==> config.mk <==
export PLATFORM = sky130hd
export DESIGN_NAME = baud_tick_gen
export DESIGN_NICKNAME = d
export VERILOG_FILES = /design/src/rtl/baud_pkg.sv /design/src/rtl/baud_div_regs.sv /design/src/rtl/baud_prescaler.sv /design/src/rtl/baud_downcount.sv /design/src/rtl/baud_tick_gen.sv
export SDC_FILE = /design/constraint.sdc
export NUM_CORES = 1
export LEC_CHECK = 0
export ABC_AREA = 1
export CAP_MARGIN = 20
export CORE_UTILIZATION = 30
export DETAILED_ROUTE_END_ITERATION = 12
export HOLD_SLACK_MARGIN = 0.1
export MAX_ROUTING_LAYER = met4
export SYNTH_ARGS = -nofsm -noshare
export SYNTH_HDL_FRONTEND = slang
export SYNTH_SLANG_ARGS = --single-unit
==> constraint.sdc <==
create_clock -name clk -period 3.9 [get_ports clk]
set_clock_uncertainty 0.15 [all_clocks]
set_input_delay 1.17 -clock clk [delete_from_list [all_inputs] [get_ports clk]]
set_output_delay 1.17 -clock clk [all_outputs]
set_load 0.02 [all_outputs]
==> src/rtl/baud_pkg.sv <==
package baud_pkg;
  localparam int unsigned DEF_DIV_W    = 16;
  localparam int unsigned DEF_PRE_LOG2 = 2;

  // Counter reload term: divisor minus one, with a zero divisor treated as one.
  function automatic logic [DEF_DIV_W-1:0] term_of(input logic [DEF_DIV_W-1:0] d);
    return (d == '0) ? '0 : d - {{(DEF_DIV_W-1){1'b0}}, 1'b1};
  endfunction
endpackage

==> src/rtl/baud_div_regs.sv <==
module baud_div_regs #(
  parameter int unsigned DIV_W  = 16,
  localparam int unsigned HALF_W = DIV_W / 2
) (
  input  logic              clk,
  input  logic              rst_n,
  input  logic              lo_we,
  input  logic [HALF_W-1:0] lo_din,
  input  logic              hi_we,
  input  logic [HALF_W-1:0] hi_din,
  input  logic              mode_we,
  input  logic              mode_din,
  output logic [DIV_W-1:0]  div_q,
  output logic [DIV_W-1:0]  div_nxt,
  output logic              slow_q,
  output logic              load
);
  logic [HALF_W-1:0] lo_q, hi_q;

  assign div_q   = {hi_q, lo_q};
  assign div_nxt = {hi_we ? hi_din : hi_q, lo_we ? lo_din : lo_q};
  assign load    = lo_we | hi_we | mode_we;

  always_ff @(posedge clk or negedge rst_n) begin
    if (!rst_n) begin
      lo_q   <= '0;
      hi_q   <= '0;
      slow_q <= 1'b0;
    end else begin
      if (lo_we)   lo_q   <= lo_din;
      if (hi_we)   hi_q   <= hi_din;
      if (mode_we) slow_q <= mode_din;
    end
  end
endmodule

==> src/rtl/baud_prescaler.sv <==
module baud_prescaler #(
  parameter int unsigned PRE_LOG2 = 2
) (
  input  logic clk,
  input  logic rst_n,
  input  logic load,
  input  logic slow,
  output logic pre_en
);
  generate
    if (PRE_LOG2 == 0) begin : g_bypass
      assign pre_en = 1'b1;
    end else begin : g_div
      logic [PRE_LOG2-1:0] pcnt;
      assign pre_en = slow ? (&pcnt) : 1'b1;
      always_ff @(posedge clk or negedge rst_n) begin
        if (!rst_n)     pcnt <= '0;
        else if (load)  pcnt <= '0;
        else if (slow)  pcnt <= pcnt + {{(PRE_LOG2-1){1'b0}}, 1'b1};
        else            pcnt <= '0;
      end
    end
  endgenerate
endmodule

==> src/rtl/baud_downcount.sv <==
module baud_downcount #(
  parameter int unsigned DIV_W = 16
) (
  input  logic             clk,
  input  logic             rst_n,
  input  logic             load,
  input  logic [DIV_W-1:0] load_val,
  input  logic [DIV_W-1:0] wrap_val,
  input  logic             step,
  output logic [DIV_W-1:0] cnt,
  output logic             expire
);
  assign expire = step && (cnt == '0) && !load;

  always_ff @(posedge clk or negedge rst_n) begin
    if (!rst_n)       cnt <= '0;
    else if (load)    cnt <= load_val;
    else if (step)    cnt <= (cnt == '0) ? wrap_val : cnt - {{(DIV_W-1){1'b0}}, 1'b1};
  end
endmodule

==> src/rtl/baud_tick_gen.sv <==
module baud_tick_gen #(
  parameter int unsigned DIV_W    = baud_pkg::DEF_DIV_W,
  parameter int unsigned PRE_LOG2 = baud_pkg::DEF_PRE_LOG2,
  localparam int unsigned HALF_W  = DIV_W / 2
) (
  input  logic              clk,
  input  logic              rst_n,
  input  logic              div_lo_we,
  input  logic [HALF_W-1:0] div_lo_din,
  input  logic              div_hi_we,
  input  logic [HALF_W-1:0] div_hi_din,
  input  logic              range_we,
  input  logic              range_slow_din,
  output logic              tick16
);
  logic [DIV_W-1:0] div_q, div_nxt, cnt_q;
  logic             slow_q, load_evt, pre_en, wrap_evt;

  function automatic logic [DIV_W-1:0] term_of(input logic [DIV_W-1:0] d);
    return (d == '0) ? '0 : d - {{(DIV_W-1){1'b0}}, 1'b1};
  endfunction

  baud_div_regs #(.DIV_W(DIV_W)) regs_i (
    .clk(clk), .rst_n(rst_n),
    .lo_we(div_lo_we), .lo_din(div_lo_din),
    .hi_we(div_hi_we), .hi_din(div_hi_din),
    .mode_we(range_we), .mode_din(range_slow_din),
    .div_q(div_q), .div_nxt(div_nxt), .slow_q(slow_q), .load(load_evt)
  );

  baud_prescaler #(.PRE_LOG2(PRE_LOG2)) pre_i (
    .clk(clk), .rst_n(rst_n), .load(load_evt), .slow(slow_q), .pre_en(pre_en)
  );

  baud_downcount #(.DIV_W(DIV_W)) cnt_i (
    .clk(clk), .rst_n(rst_n), .load(load_evt),
    .load_val(term_of(div_nxt)), .wrap_val(term_of(div_q)),
    .step(pre_en), .cnt(cnt_q), .expire(wrap_evt)
  );

  always_ff @(posedge clk or negedge rst_n) begin
    if (!rst_n) tick16 <= 1'b0;
    else        tick16 <= wrap_evt;
  end
endmodule

==> impl_metrics.yaml <==
final_layout:
  design.final.nets: 569
  utilization_pct: 35.41
  final_cell_area_sq_mm: 0.003656
  drive_gt1_share_pct: 11.79
  final_cells: 679
  syn_to_final_growth_pct: 14.68
  diodes: 0
detailed_routing:
  drc: 0
  met3RoutedLength_microns: 183
  vias_per_cell: 4.608
  wl_met1_mm: 4.208
  ant_nets: 0
  routed_wl_mm: 8.740
  first_pass_iters: 4
  drtIter0Drc: 222
  wl_per_cell_microns: 12.87
  met2RoutedLength_mm: 4.240
  top_layer_used: "met4"
  vias: 3129
global_route:
  grt_first_pass_wirelength_mm: 14.68
  grt_max_degree: 37
  grt_pass1_vias: 2989
  grt_antenna_before_repair: 0
  overflow: 0
  grtUsageTotal_pct: 17.06
yosys:
  synth_ff_type: "dfrtp_1"
  syn_area_sq_mm: 0.003188
  synth_seq_area_share_pct: 28.26
  syn_nets: 543
  synth_warnings: 0
  synth_cells: 516
  ys_async_sr_fraction_pct: 100.0
  ys_types: 32
  synth.avg_cell_area_sq_um: 6.178
  ys_ff_latch: 36
  synth-edff-count: 0
placement:
  dpl.cell_count: 671
  io_buffers: 22
  dp_hpwl_mm: 7.002
  postPlaceCellArea_sq_mm: 0.003545
  pre_cts_slack_ns: 0.4713
  place_congestion: 0.9160
die:
  ios: 23
  die_y_microns: 105.1
  die-area_sq_mm: 0.01104
  num_rows: 37
  start_util_pct: 30.88
  core_area_sq_mm: 0.01032
  die_x_microns: 105.1
sta:
  slew_headroom_pct: 44.40
  final_max_slew_viol_count: 0
  layout_min_cycle_time_ns: 3.135
  max_freq_mhz: 319.0
  tns_ns: 0
  finalCritPeriodShare_pct: 80.39
  hold-worst-slack_ns: 0.2964
  fin_ws_ns: 0.7647
  finalSetupViolations: 0
  worst_slew_pin_slew_ns: 0.8340
  rsz0062_at_grt: "no"
  hold_violations: 0
critical_path:
  r2r_slack_ns: 1.51
  start_kind: "input port"
  cp_max_fo: 13
  arrival_ns: 3.17
  crit_type: "in2reg"
  worst_ep_required_time_ns: 3.94
  cp-end-kind: "register"
clock_tree:
  cts-root-buf: "clkbuf_8"
  ctsHoldBuffers: 0
  cts_max_level: 2
  path_clk_slew_ns: 0.08
  cts-buffers-inserted: 5
  postCtsSetupRepairBufs: 0
  clk_path_buf_depth: 2
  cts_sinks: 36
  clk_latency_ns: 0.30
  cts_tree: "done"
  cts_resized: 0
flow_run:
  drv_cap: 0
power_and_ir_drop:
  power_mw: 1.145
  peakVddDrop_v: 0.0001499
  p_leak_nw: 1.815
  p_per_area_mw_per_mm2: 313.2
worst_hold_path:
  hp-class: "reg2reg"
run_status:
  outcome: "finished clean"
cells in the mapped netlist, types with 4 or more instances:
library cell,number,share of area (%)
nand2_1,185,22
nor2_1,80,9.4
inv_1,59,6.9
nand3_1,42,6.6
dfrtp_1,36,28
nand2_2,18,3.5
xor2_1,14,3.8
o21ai_0,12,1.9
a21oi_1,8,1.3
a21oi_2,8,2.2
inv_2,7,0.82
nand4_1,6,1.2
ha_1,5,2.0
nor2_2,4,0.78
nor2_4,4,1.4
final cells by class:
cell class | instances | area (sq um)
Tap cell | 136 | 170.2
Inverter | 67 | 254.0
Fill cell | 1127 | 6668
Clock inverter | 3 | 42.54
Timing Repair Buffer | 25 | 237.7
Clock buffer | 5 | 68.82
Multi-Input combinational cell | 407 | 1982
Sequential cell | 36 | 900.9
registers in the layout, indices dropped and copies added (netlist names):
name / count
regs_i.slow_q: 1
pre_i.g_div.pcnt: 2
regs_i.hi_q: 8
cnt_i.cnt: 16
regs_i.lo_q: 8
tick16: 1
placed cells by master, fill, tap and decap left out, types with 4 or more instances in the layout:
master,n
nand2_1,185
nor2_4,4
o21ai_0,12
nor2_1,80
clkbuf_8,5
xor2_1,14
inv_1,59
a21oi_1,8
nand2_2,18
dfrtp_1,36
nand3_1,42
inv_2,7
a21oi_2,8
nor2_2,4
nand4_1,6
ha_1,5
clkdlybuf4s50_1,21
kinds of logic (layout without fill, tap and decap cells):
family	count (synthesis)	count (layout)	synth area share [%]
AO/OA/AOI/OAI	34	34	6.672
XOR/XNOR	17	17	4.671
adder cells (fa/ha/maj)	5	5	1.962
buffers and inverters	73	100	9.576
flip-flops	36	36	28.26
AND/OR/NAND/NOR	351	351	48.86
worst paths after layout:
path | startpoint | endpoint | cells after the start
max | div_lo_we | cnt_i.cnt[14]$_DFFE_PN0P_ | 14
min | pre_i.g_div.pcnt[0]$_DFF_PN0_ | pre_i.g_div.pcnt[0]$_DFF_PN0_ | 1
max reg2reg | cnt_i.cnt[8]$_DFFE_PN0P_ | cnt_i.cnt[8]$_DFFE_PN0P_ | 9
min reg2reg | pre_i.g_div.pcnt[0]$_DFF_PN0_ | pre_i.g_div.pcnt[0]$_DFF_PN0_ | 1
max in group asynchronous | rst_n | regs_i.hi_q[4]$_DFF_PN0_ | 1
min in group asynchronous | rst_n | regs_i.lo_q[3]$_DFF_PN0_ | 1
metal layers:
layer	up-vias	global-route usage, %
met5	-	-
met4	0	4.326
met3	12	1.684
met2	35	28.81
met1	1437	21.87
li1	1645	-
where the power goes:
group | total (mW) | switching (mW) | internal (mW)
sequential | 0.462 | 0.0508 | 0.411
clock | 0.344 | 0.155 | 0.189
combinational | 0.339 | 0.216 | 0.123
total | 1.15 | 0.421 | 0.724
worst max-delay path, cell delays in order:
cell	delay, ns
clkdlybuf4s50_1	0.53
inv_2	0.20
nand2_1	0.07
nand2_1	0.15
ha_1	0.26
nand3_4	0.15
nor2_4	0.16
nand3_4	0.09
nand2_2	0.09
inv_4	0.08
nand2_1	0.07
nand2_1	0.04
nand2_1	0.06
nand2_1	0.06
Power figures use the tool's default switching activity.
